$ cat config.mk
export PLATFORM = sky130hd
export DESIGN_NAME = branch_pc_unit
export DESIGN_NICKNAME = d
export VERILOG_FILES = /design/src/rtl/pcu_pkg.sv /design/src/rtl/pcu_ctrl.sv /design/src/rtl/pcu_datapath.sv /design/src/rtl/branch_pc_unit.sv
export SDC_FILE = /design/constraint.sdc
export NUM_CORES = 1
export LEC_CHECK = 0
export BUFFER_PORTS_ARGS = -buffer_cell sky130_fd_sc_hd__buf_2
export CAP_MARGIN = 5
export CORE_AREA = 2 2 106 108
export CTS_BUF_LIST = sky130_fd_sc_hd__clkbuf_2
export DETAILED_ROUTE_END_ITERATION = 6
export DIE_AREA = 0 0 108 110
export PLACE_DENSITY = 0.95
export SETUP_SLACK_MARGIN = 0.2
export SLEW_MARGIN = 20
export SYNTH_ARGS = -nofsm -noshare
export SYNTH_HDL_FRONTEND = slang
export SYNTH_SLANG_ARGS = --single-unit
$ cat constraint.sdc
create_clock -name clk -period 4.4 [get_ports clk]
set_clock_uncertainty 0.15 [all_clocks]
set_input_delay 0.44 -clock clk [delete_from_list [all_inputs] [get_ports clk]]
set_output_delay 0.44 -clock clk [all_outputs]
set_load 0.01 [all_outputs]
$ cat src/rtl/pcu_pkg.sv
package pcu_pkg;

  localparam int unsigned XLEN    = 32;
  localparam int unsigned SUB_W   = 4;
  localparam int unsigned FIELD_W = 26;

  // subcodes inside the control-transfer group (bits 31:30 == 0)
  localparam logic [SUB_W-1:0] SUB_JMP     = 4'd0;
  localparam logic [SUB_W-1:0] SUB_JMPLINK = 4'd1;
  localparam logic [SUB_W-1:0] SUB_RELLINK = 4'd2;
  localparam logic [SUB_W-1:0] SUB_IFCLR   = 4'd3;
  localparam logic [SUB_W-1:0] SUB_IFSET   = 4'd4;
  localparam logic [SUB_W-1:0] SUB_REGJ    = 4'd5;

  typedef enum logic [1:0] {
    TGT_ABS = 2'd0,
    TGT_REL = 2'd1,
    TGT_REG = 2'd2
  } tgtSelT;

  typedef struct packed {
    logic   advance;    // PC register updates this cycle
    logic   redirect;   // next PC comes from the pending target
    logic   capture;    // load the pending target this cycle
    tgtSelT tgtSel;     // which target form to capture
    logic   linkWrite;  // emit a link write this cycle
  } pcuStrobeT;

endpackage

$ cat src/rtl/pcu_ctrl.sv
module pcu_ctrl
  import pcu_pkg::*;
#(
  parameter int unsigned IW = 32
) (
  input  logic          clk,
  input  logic          rstN,
  input  logic          step,
  input  logic [IW-1:0] instrWord,
  input  logic          condFlag,
  output pcuStrobeT     strobes,
  output logic          illegalSlot
);

  localparam int unsigned SUB_HI = IW - 3;
  localparam int unsigned SUB_LO = IW - 2 - SUB_W;

  logic             inGroup;
  logic [SUB_W-1:0] subCode;
  logic             isAbs;
  logic             isRel;
  logic             isReg;
  logic             isXfer;
  logic             wantLink;
  logic             taken;
  logic             legalXfer;
  logic             inSlot;
  logic             pendValid;
  tgtSelT           selNow;

  assign inGroup = (instrWord[IW-1 -: 2] == 2'b00);
  assign subCode = instrWord[SUB_HI:SUB_LO];

  assign isAbs = inGroup && ((subCode == SUB_JMP) || (subCode == SUB_JMPLINK));
  assign isRel = inGroup && ((subCode == SUB_RELLINK) || (subCode == SUB_IFCLR) ||
                             (subCode == SUB_IFSET));
  assign isReg = inGroup && (subCode == SUB_REGJ) && (instrWord[25:24] == 2'b00) &&
                 ((instrWord[23:21] == 3'd0) || (instrWord[23:21] == 3'd1));
  assign isXfer = isAbs || isRel || isReg;

  assign wantLink = (inGroup && ((subCode == SUB_JMPLINK) || (subCode == SUB_RELLINK))) ||
                    (isReg && (instrWord[23:21] == 3'd1));

  always_comb begin
    if (inGroup && (subCode == SUB_IFCLR))      taken = !condFlag;
    else if (inGroup && (subCode == SUB_IFSET)) taken = condFlag;
    else                                        taken = 1'b1;
  end

  always_comb begin
    if (isReg)      selNow = TGT_REG;
    else if (isRel) selNow = TGT_REL;
    else            selNow = TGT_ABS;
  end

  assign legalXfer   = step && isXfer && !inSlot;
  assign illegalSlot = step && isXfer && inSlot;

  always_comb begin
    strobes.advance   = step;
    strobes.redirect  = pendValid;
    strobes.capture   = legalXfer && taken;
    strobes.tgtSel    = selNow;
    strobes.linkWrite = legalXfer && wantLink;
  end

  always_ff @(posedge clk) begin
    if (!rstN) begin
      inSlot    <= 1'b0;
      pendValid <= 1'b0;
    end else if (step) begin
      inSlot    <= legalXfer;
      pendValid <= legalXfer && taken;
    end
  end

endmodule

$ cat src/rtl/pcu_datapath.sv
module pcu_datapath
  import pcu_pkg::*;
#(
  parameter int unsigned       AW       = 32,
  parameter int unsigned       FW       = 26,
  parameter logic [AW-1:0]     RESET_PC = 32'h0000_0100
) (
  input  logic          clk,
  input  logic          rstN,
  input  pcuStrobeT     strobes,
  input  logic [AW-1:0] instrWord,
  input  logic [AW-1:0] regOperand,
  output logic [AW-1:0] pcOut,
  output logic [AW-1:0] nextPc,
  output logic [AW-1:0] linkData
);

  localparam int unsigned EXT_W = AW - FW - 2;
  localparam logic [AW-1:0] WORD_BYTES = AW'(4);

  logic [AW-1:0] pcReg;
  logic [AW-1:0] pendTarget;
  logic [AW-1:0] fieldScaled;
  logic [AW-1:0] pcPlus4;
  logic [AW-1:0] target;

  assign fieldScaled = {{EXT_W{instrWord[FW-1]}}, instrWord[FW-1:0], 2'b00};
  assign pcPlus4     = pcReg + WORD_BYTES;
  assign linkData    = pcPlus4 + WORD_BYTES;

  always_comb begin
    unique case (strobes.tgtSel)
      TGT_REL: target = pcReg + fieldScaled;
      TGT_REG: target = regOperand;
      default: target = fieldScaled;
    endcase
  end

  assign nextPc = strobes.redirect ? pendTarget : pcPlus4;
  assign pcOut  = pcReg;

  always_ff @(posedge clk) begin
    if (!rstN) begin
      pcReg      <= RESET_PC;
      pendTarget <= RESET_PC;
    end else begin
      if (strobes.advance) pcReg <= nextPc;
      if (strobes.capture) pendTarget <= target;
    end
  end

endmodule

$ cat src/rtl/branch_pc_unit.sv
module branch_pc_unit
  import pcu_pkg::*;
#(
  parameter logic [31:0] RESET_PC = 32'h0000_0100,
  parameter int unsigned LINK_REG = 11
) (
  input  logic        clk,
  input  logic        rstN,
  input  logic        step,
  input  logic [31:0] instrWord,
  input  logic [31:0] regOperand,
  input  logic        condFlag,
  output logic [31:0] pcOut,
  output logic [31:0] nextPc,
  output logic        linkWe,
  output logic [4:0]  linkIdx,
  output logic [31:0] linkData,
  output logic        illegalSlot
);

  pcuStrobeT strobes;

  pcu_ctrl #(.IW(XLEN)) u_ctrl (
    .clk        (clk),
    .rstN       (rstN),
    .step       (step),
    .instrWord  (instrWord),
    .condFlag   (condFlag),
    .strobes    (strobes),
    .illegalSlot(illegalSlot)
  );

  pcu_datapath #(.AW(XLEN), .FW(FIELD_W), .RESET_PC(RESET_PC)) u_dp (
    .clk       (clk),
    .rstN      (rstN),
    .strobes   (strobes),
    .instrWord (instrWord),
    .regOperand(regOperand),
    .pcOut     (pcOut),
    .nextPc    (nextPc),
    .linkData  (linkData)
  );

  assign linkWe  = strobes.linkWrite;
  assign linkIdx = 5'(LINK_REG);

endmodule

**Yosys cells after proc, flatten, opt, wreduce, memory -nomap -nowiden**

Index checks and enable logic that the tools add are counted.

- Bits in registers: 66
- Input port bits: 68
- Output and inout port bits: 103
- Logic and storage cells: 49

- $add $sub $neg: 3
- Equal/unequal tests: 8
- Mux-type cells: 6
- Reductions and logical operators: 28

Operators by type and width:

| operator | number |
|---|---|
| $add A32 B3 Y32 const B | 2 |
| $pmux W32 S2 | 1 |
| $add A32 B32 Y32 | 1 |
| $mux W32 | 1 |
| $logic_and A1 B1 Y1 | 14 |
| $eq A4 B2 Y1 const B | 2 |
| $eq A4 B3 Y1 const B | 2 |
| $logic_or A1 B1 Y1 | 8 |
| $eq A4 B1 Y1 const B | 1 |
| $logic_not A2 Y1 | 2 |
| $logic_not A4 Y1 | 1 |
| $eq A3 B1 Y1 const B | 1 |
| $logic_not A3 Y1 | 1 |
| $mux W1 | 3 |
| $eq A2 B1 Y1 const B | 1 |
| $eq A2 B2 Y1 const B | 1 |
| $logic_not A1 Y1 | 2 |
| $mux W2 | 1 |

**Longest topological paths before layout**

Gate-level depths: netlist of the first run.

- Word-level depth: 9
- Gate-level depth with buffers: 10
- Depth with buffers taken out: 10

**Modules after synthesis**

Synthesis of the first run repeated with hierarchy kept, for this count alone.

- Cell total of the unflattened synthesis: 835
- Area, all modules: 6523.8 µm²

Modules (own cells, without submodules):

| module | instances | cells each | area each (µm²) | sequential area each (µm²) |
|---|---|---|---|---|
| pcu_datapath | 1 | 791 | 6221.0 | 1281.2 |
| pcu_ctrl | 1 | 37 | 257.7 | 40.0 |
| branch_pc_unit | 1 | 7 | 45.0 | 0.0 |

**Worst setup path before layout of the first run**

No wires, ideal clock.

- Path type: register -> output
- Start: register u_dp.pcReg[3], in the netlist u_dp.pcOut[3]
- End: output linkData[26]
- Data arrival time: 2632 ps
- Data required time: 3810 ps
- Setup slack: 1178 ps
- Cell stages (with the launch flop): 10
- Buffers on the path: 0
- Cells stage by stage: dfxtp_1 > ha_1 > nand3_1 > nor4_2 > nand4b_1 > o211a_1 > o21bai_1 > nor3_2 > o211ai_1 > xnor2_1

- Word-level cells in the longest chain between the ends: 2

Ends and longest elaborated chain:

| what | RTL line | RTL |
|---|---|---|
| from (decl) | pcu_datapath.sv:21 | `logic [AW-1:0] pcReg;` |
| from (signal assigned) | pcu_datapath.sv:47 | `if (strobes.advance) pcReg <= nextPc;` |
| $add A32 B3 Y32 | pcu_datapath.sv:28 | `assign pcPlus4 = pcReg + WORD_BYTES;` |
| $add A32 B3 Y32 | pcu_datapath.sv:29 | `assign linkData = pcPlus4 + WORD_BYTES;` |
| to (decl) | branch_pc_unit.sv:17 | `output logic [31:0] linkData,` |

No other way between the ends.

**Worst setup path after layout of the first run**

- Start: register u_dp.pcReg[6], in the netlist u_dp.pcOut[6]
- End: output linkData[31]

The elaborated chain is that of the path after synthesis.

==> results of run 1 <==
logic make-up (layout without fill, tap and decap cells):
| family | Yosys count | count (layout) | share of synthesized area (%) |
|---|---|---|---|
| other | 2 | 5 | 0.118 |
| adder cells (fa/ha/maj) | 32 | 32 | 6.41 |
| AND/OR/NAND/NOR | 294 | 294 | 24.2 |
| multiplexers | 56 | 56 | 9.19 |
| AO/OA/AOI/OAI | 233 | 233 | 24.2 |
| buffers and inverters | 77 | 212 | 5.33 |
| flip-flops | 66 | 66 | 20.8 |
| XOR/XNOR | 71 | 71 | 9.78 |
metal layers:
layer | part of all wire [%] | wire length, um | global-route usage, %
met4 | 6.8 | 1440 | 22.3
met2 | 47 | 9950 | 60.3
met5 | 0 | 0 | 0
met1 | 38 | 8000 | 39.0
met3 | 8.9 | 1900 | 7.00
per-stage QoR:
stage	worst slack, ns	instance area (um2)	utilization (%)	std cells
6_report	0.426	7400	69.2	1109
5_1_grt	0.182	7400	69.2	1109
4_1_cts	0.271	7290	68.2	1106
3_5_place_dp	0.682	7200	67.3	1091
3_3_place_gp	0.865	7200	67.3	1091
2_1_floorplan	1.18	6370	-	834
flip-flops by register name (all words and copies together) (netlist names):
| signal | flops |
|---|---|
| u_ctrl.inSlot | 1 |
| u_ctrl.pendValid | 1 |
| u_dp.pcOut | 32 |
| u_dp.pendTarget | 32 |
layout by cell type (no fill, tap or decap), types with 19 or more instances in the layout:
cell / count
mux2i_1: 37
xor2_1: 32
nand2_1: 80
mux2_2: 19
nor2_1: 53
buf_2: 165
dfxtp_1: 52
xnor2_1: 38
a221oi_1: 20
nor2b_1: 35
nor3_1: 19
o21ai_0: 61
a21oi_1: 50
ha_1: 31
nand3_1: 23
power by group:
| part | total [mW] | internal (mW) | leakage (nW) | switching (mW) |
|---|---|---|---|---|
| clock network | 0.355 | 0.125 | 0.0643 | 0.230 |
| logic | 0.219 | 0.0910 | 2.85 | 0.128 |
| registers | 0.620 | 0.609 | 0.541 | 0.0112 |
| total | 1.19 | 0.824 | 3.45 | 0.370 |
area by class of cell:
| cell class | count | area share (%) |
|---|---|---|
| well taps | 140 | 2.37 |
| multi-input cells | 691 | 64.7 |
| clock inverters | 5 | 0.626 |
| repair buffers | 179 | 12.6 |
| clock buffers | 10 | 0.676 |
| inverters | 18 | 0.913 |
| flip-flops and latches | 66 | 18.1 |
worst paths after layout:
check / startpoint / endpoint / slack (ns) / cells after the start
max reg2reg: u_dp.pcOut[2]$_SDFFE_PN0P_ / u_dp.pendTarget[30]$_SDFFE_PN0P_ / 1.04 / 11
min reg2reg: u_dp.pendTarget[0]$_SDFFE_PN0P_ / u_dp.pendTarget[0]$_SDFFE_PN0P_ / 0.37 / 2
max: u_dp.pcOut[6]$_SDFFE_PN0P_ / linkData[31] / 0.43 / 9
min: regOperand[24] / u_dp.pendTarget[24]$_SDFFE_PN0P_ / 0.08 / 3
worst max-delay path, cell delays in order (launching register included):
cell and delay, ns:
dfxtp_1 0.61, nand3_2 0.30, nor4_2 0.47, nand3_1 0.16, a22oi_1 0.35, o211a_1 0.28
nor3b_2 0.23, nand4_1 0.14, xnor2_1 0.18, buf_2 0.15
timing repair:
action,in CTS,in global routing
hold endpoints to repair,0,0
buffers inserted,0,3
setup endpoints to repair,5,13
hold buffers,0,0
resized for setup,1,25
pin swaps,0,2
==> flow_summary.ini, run 1 <==
[logic_synthesis]
yosysWarnings = 0
syn_area_mm2 = 0.00636
synth_edf_count = 0
synth_area_per_cell_um2 = 7.65
ys_top_cells_by_count = 80 x nand2_1, 66 x dfxtp_1, 62 x o21ai_0, 53 x nor2_1, 50 x a21oi_1
synth-async-reset-ratio_pct = 0
ys_seq_area_share_pct = 20.8
yosys_register_bits = 66
ys.flop_type = dfxtp_1
synth.most_common_cell = nand2_1
ys_types = 71
ys_top_cells_by_area = dfxtp_1 21%, ha_1 6.1%, mux2i_1 5.8%, xnor2_1 5.2%, o21ai_0 4.9%
synth_top_area_share_pct = 20.8
netlist_instances = 831
yosysTopAreaCell = dfxtp_1

[routing]
antenna_left = 0
viasPerCell = 6.56
drt_iter0_drc = 620
wirelength_um = 21300
vias = 7279
drc = 2
wl_per_cell_um = 19.2
first_pass_iters = 7

[power]
total_power_mw = 1.19
p_leak_nw = 3.45
p_per_area_mw_per_mm2 = 161
vdd.ir_drop.worst_v = 0.000145

[outcome]
outcome = complete, but fails checks
failed_checks = design-rule violations

[worst_setup_path]
start_kind = flop
worst_ep_arrival_time_ns = 3.38
cp.required_ns = 3.81
worst-path-max-fanout = 10
endpoint_kind = primary output
path_class = flop to primary output

[placement]
portBuffers = 165
hpwl_um = 16200
place_congestion = 1.00

[die]
fp.dieH_um = 110
start_util_pct = 59.5
core_mm2 = 0.0107
rows = 38
ioPinCount = 171
die_area_mm2 = 0.0119
die_w_um = 108

[timing]
worstMarginPinSlew_ns = 0.823
setup_tns_ns = 0
hold_violations = 0
max_slew_margin_pct = 44.9
rsz0062_at_grt = yes
slew_viol_final = 0
fin_crit_sh_pct = 90.3
finalSetupViolCount = 0
worst_hold_slack_ns = 0.0830
fin_crit_ns = 3.97
max_freq_ghz = 0.252

[global_route]
grt_pass1_vias = 6724
grt_max_degree = 47
grt_pass1_wl_um = 32600
grt_overflow = 0
grt_usage_pct = 34.7
antenna_found_initial = 0

[layout]
fin_nets = 1065
multi_input_area_mm2 = 0.00479
drive_above_1_share_pct = 25.1
nFillCells = 861
diodes = 0
area_delta_synth_final_pct = 16.3
seqCellArea_mm2 = 0.00134

[hold_path]
min_path_type = primary input to flop

[clock_network]
clk_pin_slew_ns = 0.22
clock-sinks = 66
numCtsBuffers = 9
cts_max_level = 3
clk_path_buf_depth = 2
root_buffer = clkbuf_2
insertion_delay_ns = 0.52
cts_tree = yes

[flow_run]
drv_cap = 0
Note: power is estimated with default switching activity, not from simulation.
==> run 2, diff against run 1 <==
--- a/config.mk
+++ b/config.mk
@@ -7,10 +7,12 @@
 export LEC_CHECK = 0
 export BUFFER_PORTS_ARGS = -buffer_cell sky130_fd_sc_hd__buf_2
 export CAP_MARGIN = 5
-export CORE_AREA = 2 2 106 108
+export CELL_PAD_IN_SITES_DETAIL_PLACEMENT = 0
+export CELL_PAD_IN_SITES_GLOBAL_PLACEMENT = 1
+export CORE_AREA = 2 2 125 127
 export CTS_BUF_LIST = sky130_fd_sc_hd__clkbuf_2
 export DETAILED_ROUTE_END_ITERATION = 6
-export DIE_AREA = 0 0 108 110
+export DIE_AREA = 0 0 127 129
 export PLACE_DENSITY = 0.95
 export SETUP_SLACK_MARGIN = 0.2
 export SLEW_MARGIN = 20
==> flow_summary.ini, run 2 (synthesis gave the netlist of run 1 again) <==
[routing]
drc = 0
antenna_left = 0
wirelength_um = 22100
first_pass_iters = 5
wl_per_cell_um = 18.8
vias = 6942
viasPerCell = 5.91
drt_iter0_drc = 606

[layout]
final_cell_mix = 165 x buf_2, 79 x nand2_1, 62 x o21ai_0, 52 x nor2_1, 50 x a21oi_1
fin_nets = 1081
layout.cells.non_filler = 1174
utilization_pct = 51.2
layout_commonest_cell = buf_2
drive_above_1_share_pct = 26.8
area_delta_synth_final_pct = 20.6
nFillCells = 1493

[clock_network]
clock-sinks = 66
clk_path_buf_depth = 2
cts_tree = yes
root_buffer = clkbuf_2
insertion_delay_ns = 0.61
clk_pin_slew_ns = 0.19
numCtsBuffers = 9
cts_max_level = 3

[hold_path]
min_path_type = primary input to flop
hold_depth = 3

[die]
die_area_mm2 = 0.0164
die_w_um = 127
fp.dieH_um = 129
core_mm2 = 0.0150
ioPinCount = 171
start_util_pct = 42.5
rows = 45

[timing]
max_slew_margin_pct = 27.6
worstMarginPinSlew_ns = 1.09
finalSetupViolCount = 0
hold_violations = 0
setup_tns_ns = 0
fin_crit_ns = 3.95
max_freq_ghz = 0.253
fin_crit_sh_pct = 89.7
slew_viol_final = 0
rsz0062_at_grt = no

[placement]
dp.cells = 1141
hpwl_um = 16800
portBuffers = 165
place_congestion = 0.965

[global_route]
grt_usage_pct = 26.6
grt_max_degree = 67
grt_pass1_wl_um = 34300
antenna_found_initial = 1
grt_overflow = 0
grt_pass1_vias = 6498

[power]
p_per_area_mw_per_mm2 = 151
vdd.ir_drop.worst_v = 0.000169
p_leak_nw = 3.53
total_power_mw = 1.16

[worst_setup_path]
path_class = flop to primary output
cp.required_ns = 3.81
worst_ep_arrival_time_ns = 3.36
endpoint_kind = primary output
start_kind = flop
worst-path-max-fanout = 8
reg2regPathDepth = 11

[outcome]
outcome = finished clean

[flow_run]
drv_cap = 0
==> run 2: cell count changes in the layout (fill, tap and decap cells not counted), moves of 3 or more <==
cell	delta
clkinv_1	-3
dfxtp_1	-3
dfxtp_4	+4
clkinv_2	+3
buf_4	+4
dlygate4sd3_1	+12
==> run 2: final cells by class <==
| class | instances | area (um2) | share of cell area [%] |
|---|---|---|---|
| inverters | 18 | 67.6 | 0.881 |
| flip-flops and latches | 66 | 1360 | 17.7 |
| multi-input cells | 691 | 4850 | 63.3 |
| well taps | 188 | 235 | 3.07 |
| clock inverters | 4 | 20.0 | 0.261 |
| repair buffers | 195 | 1080 | 14.1 |
| clock buffers | 11 | 55.1 | 0.718 |
| diodes | 1 | 2.50 | 0.0326 |
==> run 2: where the power goes <==
group	internal [mW]	leakage (nW)	switching (mW)
Clock	0.0724	0.0613	0.242
Sequential	0.606	0.543	0.0146
Combinational	0.0974	2.92	0.125
==> run 2: path summary, 6_finish.rpt <==
kind	from	end	slack [ns]
min reg2reg	u_dp.pendTarget[1]$_SDFFE_PN0P_	u_dp.pendTarget[1]$_SDFFE_PN0P_	0.37
max	u_dp.pcOut[8]$_SDFFE_PN1P_	linkData[31]	0.45
min	instrWord[7]	u_dp.pendTarget[9]$_SDFFE_PN0P_	0.02
max reg2reg	u_dp.pcOut[2]$_SDFFE_PN0P_	u_dp.pendTarget[30]$_SDFFE_PN0P_	0.97
==> run 2: metal layers <==
| layer | vias up | global-route usage [%] | wire length, um |
|---|---|---|---|
| met5 | - | 0 | 0 |
| met4 | 0 | 8.92 | 779 |
| met3 | 51 | 6.94 | 1580 |
| met2 | 287 | 47.2 | 10600 |
| met1 | 3242 | 31.4 | 9070 |
| li1 | 3362 | - | - |
==> run 2: timing repair <==
action / in CTS / in global routing
hold buffers: 9 / 3
pin swaps: 0 / 5
gates cloned: 0 / 0
endpoints found under the setup margin: 12 / 18
setup buffers: 0 / 5
gates resized for setup: 6 / 37
hold endpoints to repair: 7 / 3
==> run 2: critical path, stage by stage (launching register included) <==
cell	delay, ns
dfxtp_1	0.60
and3_1	0.36
nand3_1	0.19
or4_1	0.43
a21boi_1	0.23
o211a_1	0.27
nor3b_2	0.22
nand4_1	0.15
xnor2_1	0.17
buf_2	0.15
==> run 2: through the flow <==
step	hold slack (ns)	instance area (um2)	setup slack [ns]
detailed placement	0.339	7270	0.671
finish	0.0250	7670	0.454
global placement	0.333	7270	0.776
floorplan	0.305	6370	1.18
CTS	0.00319	7470	0.204
global route	-0.000104	7670	0.210
==> run 3, diff against run 2 <==
==> constraint.sdc (replaced) <==
create_clock -name clk -period 4.4 [get_ports clk]
set_clock_uncertainty 0.15 [all_clocks]
set_input_delay 1.32 -clock clk [delete_from_list [all_inputs] [get_ports clk]]
set_output_delay 1.32 -clock clk [all_outputs]
set_load 0.01 [all_outputs]
==> flow_summary.ini, run 3 (synthesis gave the netlist of run 1 again) <==
[routing]
vias = 7562
drc = 0
dr_wl_met2_um = 12000
wl_per_cell_um = 20.3
highest_layer = met4
first_pass_iters = 5
drt-met1-wl_um = 9620
wl_met3_um = 2130
wirelength_um = 25200
drt_iter0_drc = 708
viasPerCell = 6.10
antenna_left = 0

[placement]
place_congestion = 0.961
portBuffers = 165
hpwl_um = 17500
place_area_mm2 = 0.00754

[die]
ioPinCount = 171
start_util_pct = 42.5
rows = 45
die_area_mm2 = 0.0164
core_mm2 = 0.0150
fp.dieH_um = 129
die_w_um = 127

[worst_setup_path]
worst-path-buf-inv = 3
path_delay_family = simple AND/OR/NAND/NOR gates
max_stage_delay_ns = 0.41
crit_slowest_cell = dfxtp_4
path_common_cell = buf_6
endpoint_kind = primary output
path_cells = ha_4 -> nand3_4 -> buf_6 -> o41ai_4 -> o311ai_2 -> o21ai_2 -> nand4_1 -> nor3_4 -> buf_6 -> o211ai_1 -> xnor2_1 -> buf_2
crit_start = u_dp.pcOut[2]$_SDFFE_PN0P_
cp.required_ns = 2.93
worst-path-max-fanout = 6
start_kind = flop
r2r_start = u_dp.pcOut[2]$_SDFFE_PN0P_
path_class = flop to primary output
worst_ep_arrival_time_ns = 3.10

[power]
seq_power_share_pct = 49.9
clkPwrFrac_pct = 30.6
p_int_uw = 839
vdd.ir_drop.worst_v = 0.000145
pwr-share-comb_pct = 19.5
p_leak_nw = 4.09
p_sw_uw = 394
p_per_area_mw_per_mm2 = 143
total_power_mw = 1.23
switching_share_pct = 32.0

[timing]
hold_violations = 0
max_slew_margin_pct = 31.5
worst_slack_ns = -0.166
slew_viol_final = 0
worst_hold_slack_ns = 0.360
rsz0062_at_grt = yes
worstMarginPinSlew_ns = 1.03
finalSetupViolCount = 14
fin_crit_sh_pct = 104
max_freq_ghz = 0.219
fin_crit_ns = 4.57

[clock_network]
insertion_delay_ns = 0.59
clk_pin_slew_ns = 0.19
cts_tree = yes
clock-sinks = 66
clk_path_buf_depth = 2
root_buffer = clkbuf_2
cts_max_level = 3
numCtsBuffers = 9

[global_route]
antenna_found_initial = 0
grt_max_degree = 55
grt_usage_pct = 28.6
grt_pass1_vias = 7090
grt_overflow = 0
grt_pass1_wl_um = 36800

[outcome]
failed_checks = negative setup slack
outcome = complete, but fails checks

[layout]
layout_commonest_cell = buf_2
drive_above_1_share_pct = 37.9
area_delta_synth_final_pct = 35.9
design_area_mm2 = 0.00864
final_cell_mix = 165 x buf_2, 82 x buf_4, 67 x nand2_1, 57 x o21ai_0
diodes = 0
utilization_pct = 57.7
fin_nets = 1148

[flow_run]
drv_cap = 0

[hold_path]
min_path_type = flop to flop
worstHoldStart = u_dp.pendTarget[0]$_SDFFE_PN0P_
## run 3: worst min-delay path, cell delays in order (launching register included)
cell and delay [ns]:
dfxtp_1 0.35, nor2_1 0.09, nor3b_1 0.05
## run 3: metal layers
| metal | track usage (%) | up-vias |
|---|---|---|
| met4 | 13.3 | 0 |
| li1 | - | 3479 |
| met3 | 7.11 | 121 |
| met5 | 0 | - |
| met2 | 49.7 | 418 |
| met1 | 33.1 | 3544 |
## run 3: area by class of cell
class,instances,area [um2]
clock inverters,5,56.3
inverters,18,70.1
fillers,1348,6330
repair buffers,262,1620
flip-flops and latches,66,1370
well taps,188,235
clock buffers,10,50.0
multi-input cells,691,5240
## run 3: through the flow
step | worst slack (ns) | cells | setup TNS [ns]
after floorplan | 0.274 | 834 | 0
after global placement | 0.231 | 1175 | 0
after detailed placement | 0.160 | 1175 | 0
after CTS | -0.0309 | 1220 | -0.0321
after global routing | -0.261 | 1240 | -2.92
final | -0.166 | 1240 | -1.32
## run 3: timing repair
action | CTS | global route
gates resized for setup | 100 | 46
hold endpoints to repair | 0 | 0
buffers inserted | 30 | 20
endpoints found under the setup margin | 30 | 27
pin swaps | 39 | 28
hold buffers | 0 | 0
## run 3: power by group through the flow
stage	clock [mW]	sequential (mW)	combinational, mW
final	0.377	0.615	0.241
after global routing	0.396	0.616	0.262
after global placement	0	0.629	0.219
after floorplan	0	0.628	0.137
after detailed placement	0	0.630	0.221
after CTS	0.375	0.615	0.236
## run 3: final timing paths
check / endpoint / slack [ns] / cells after the start
hold reg to reg: u_dp.pendTarget[0]$_SDFFE_PN0P_ / 0.36 / 2
hold / removal: u_dp.pendTarget[0]$_SDFFE_PN0P_ / 0.36 / 2
setup reg to reg: u_dp.pendTarget[30]$_SDFFE_PN0P_ / 0.73 / 14
setup / recovery: linkData[26] / -0.17 / 12
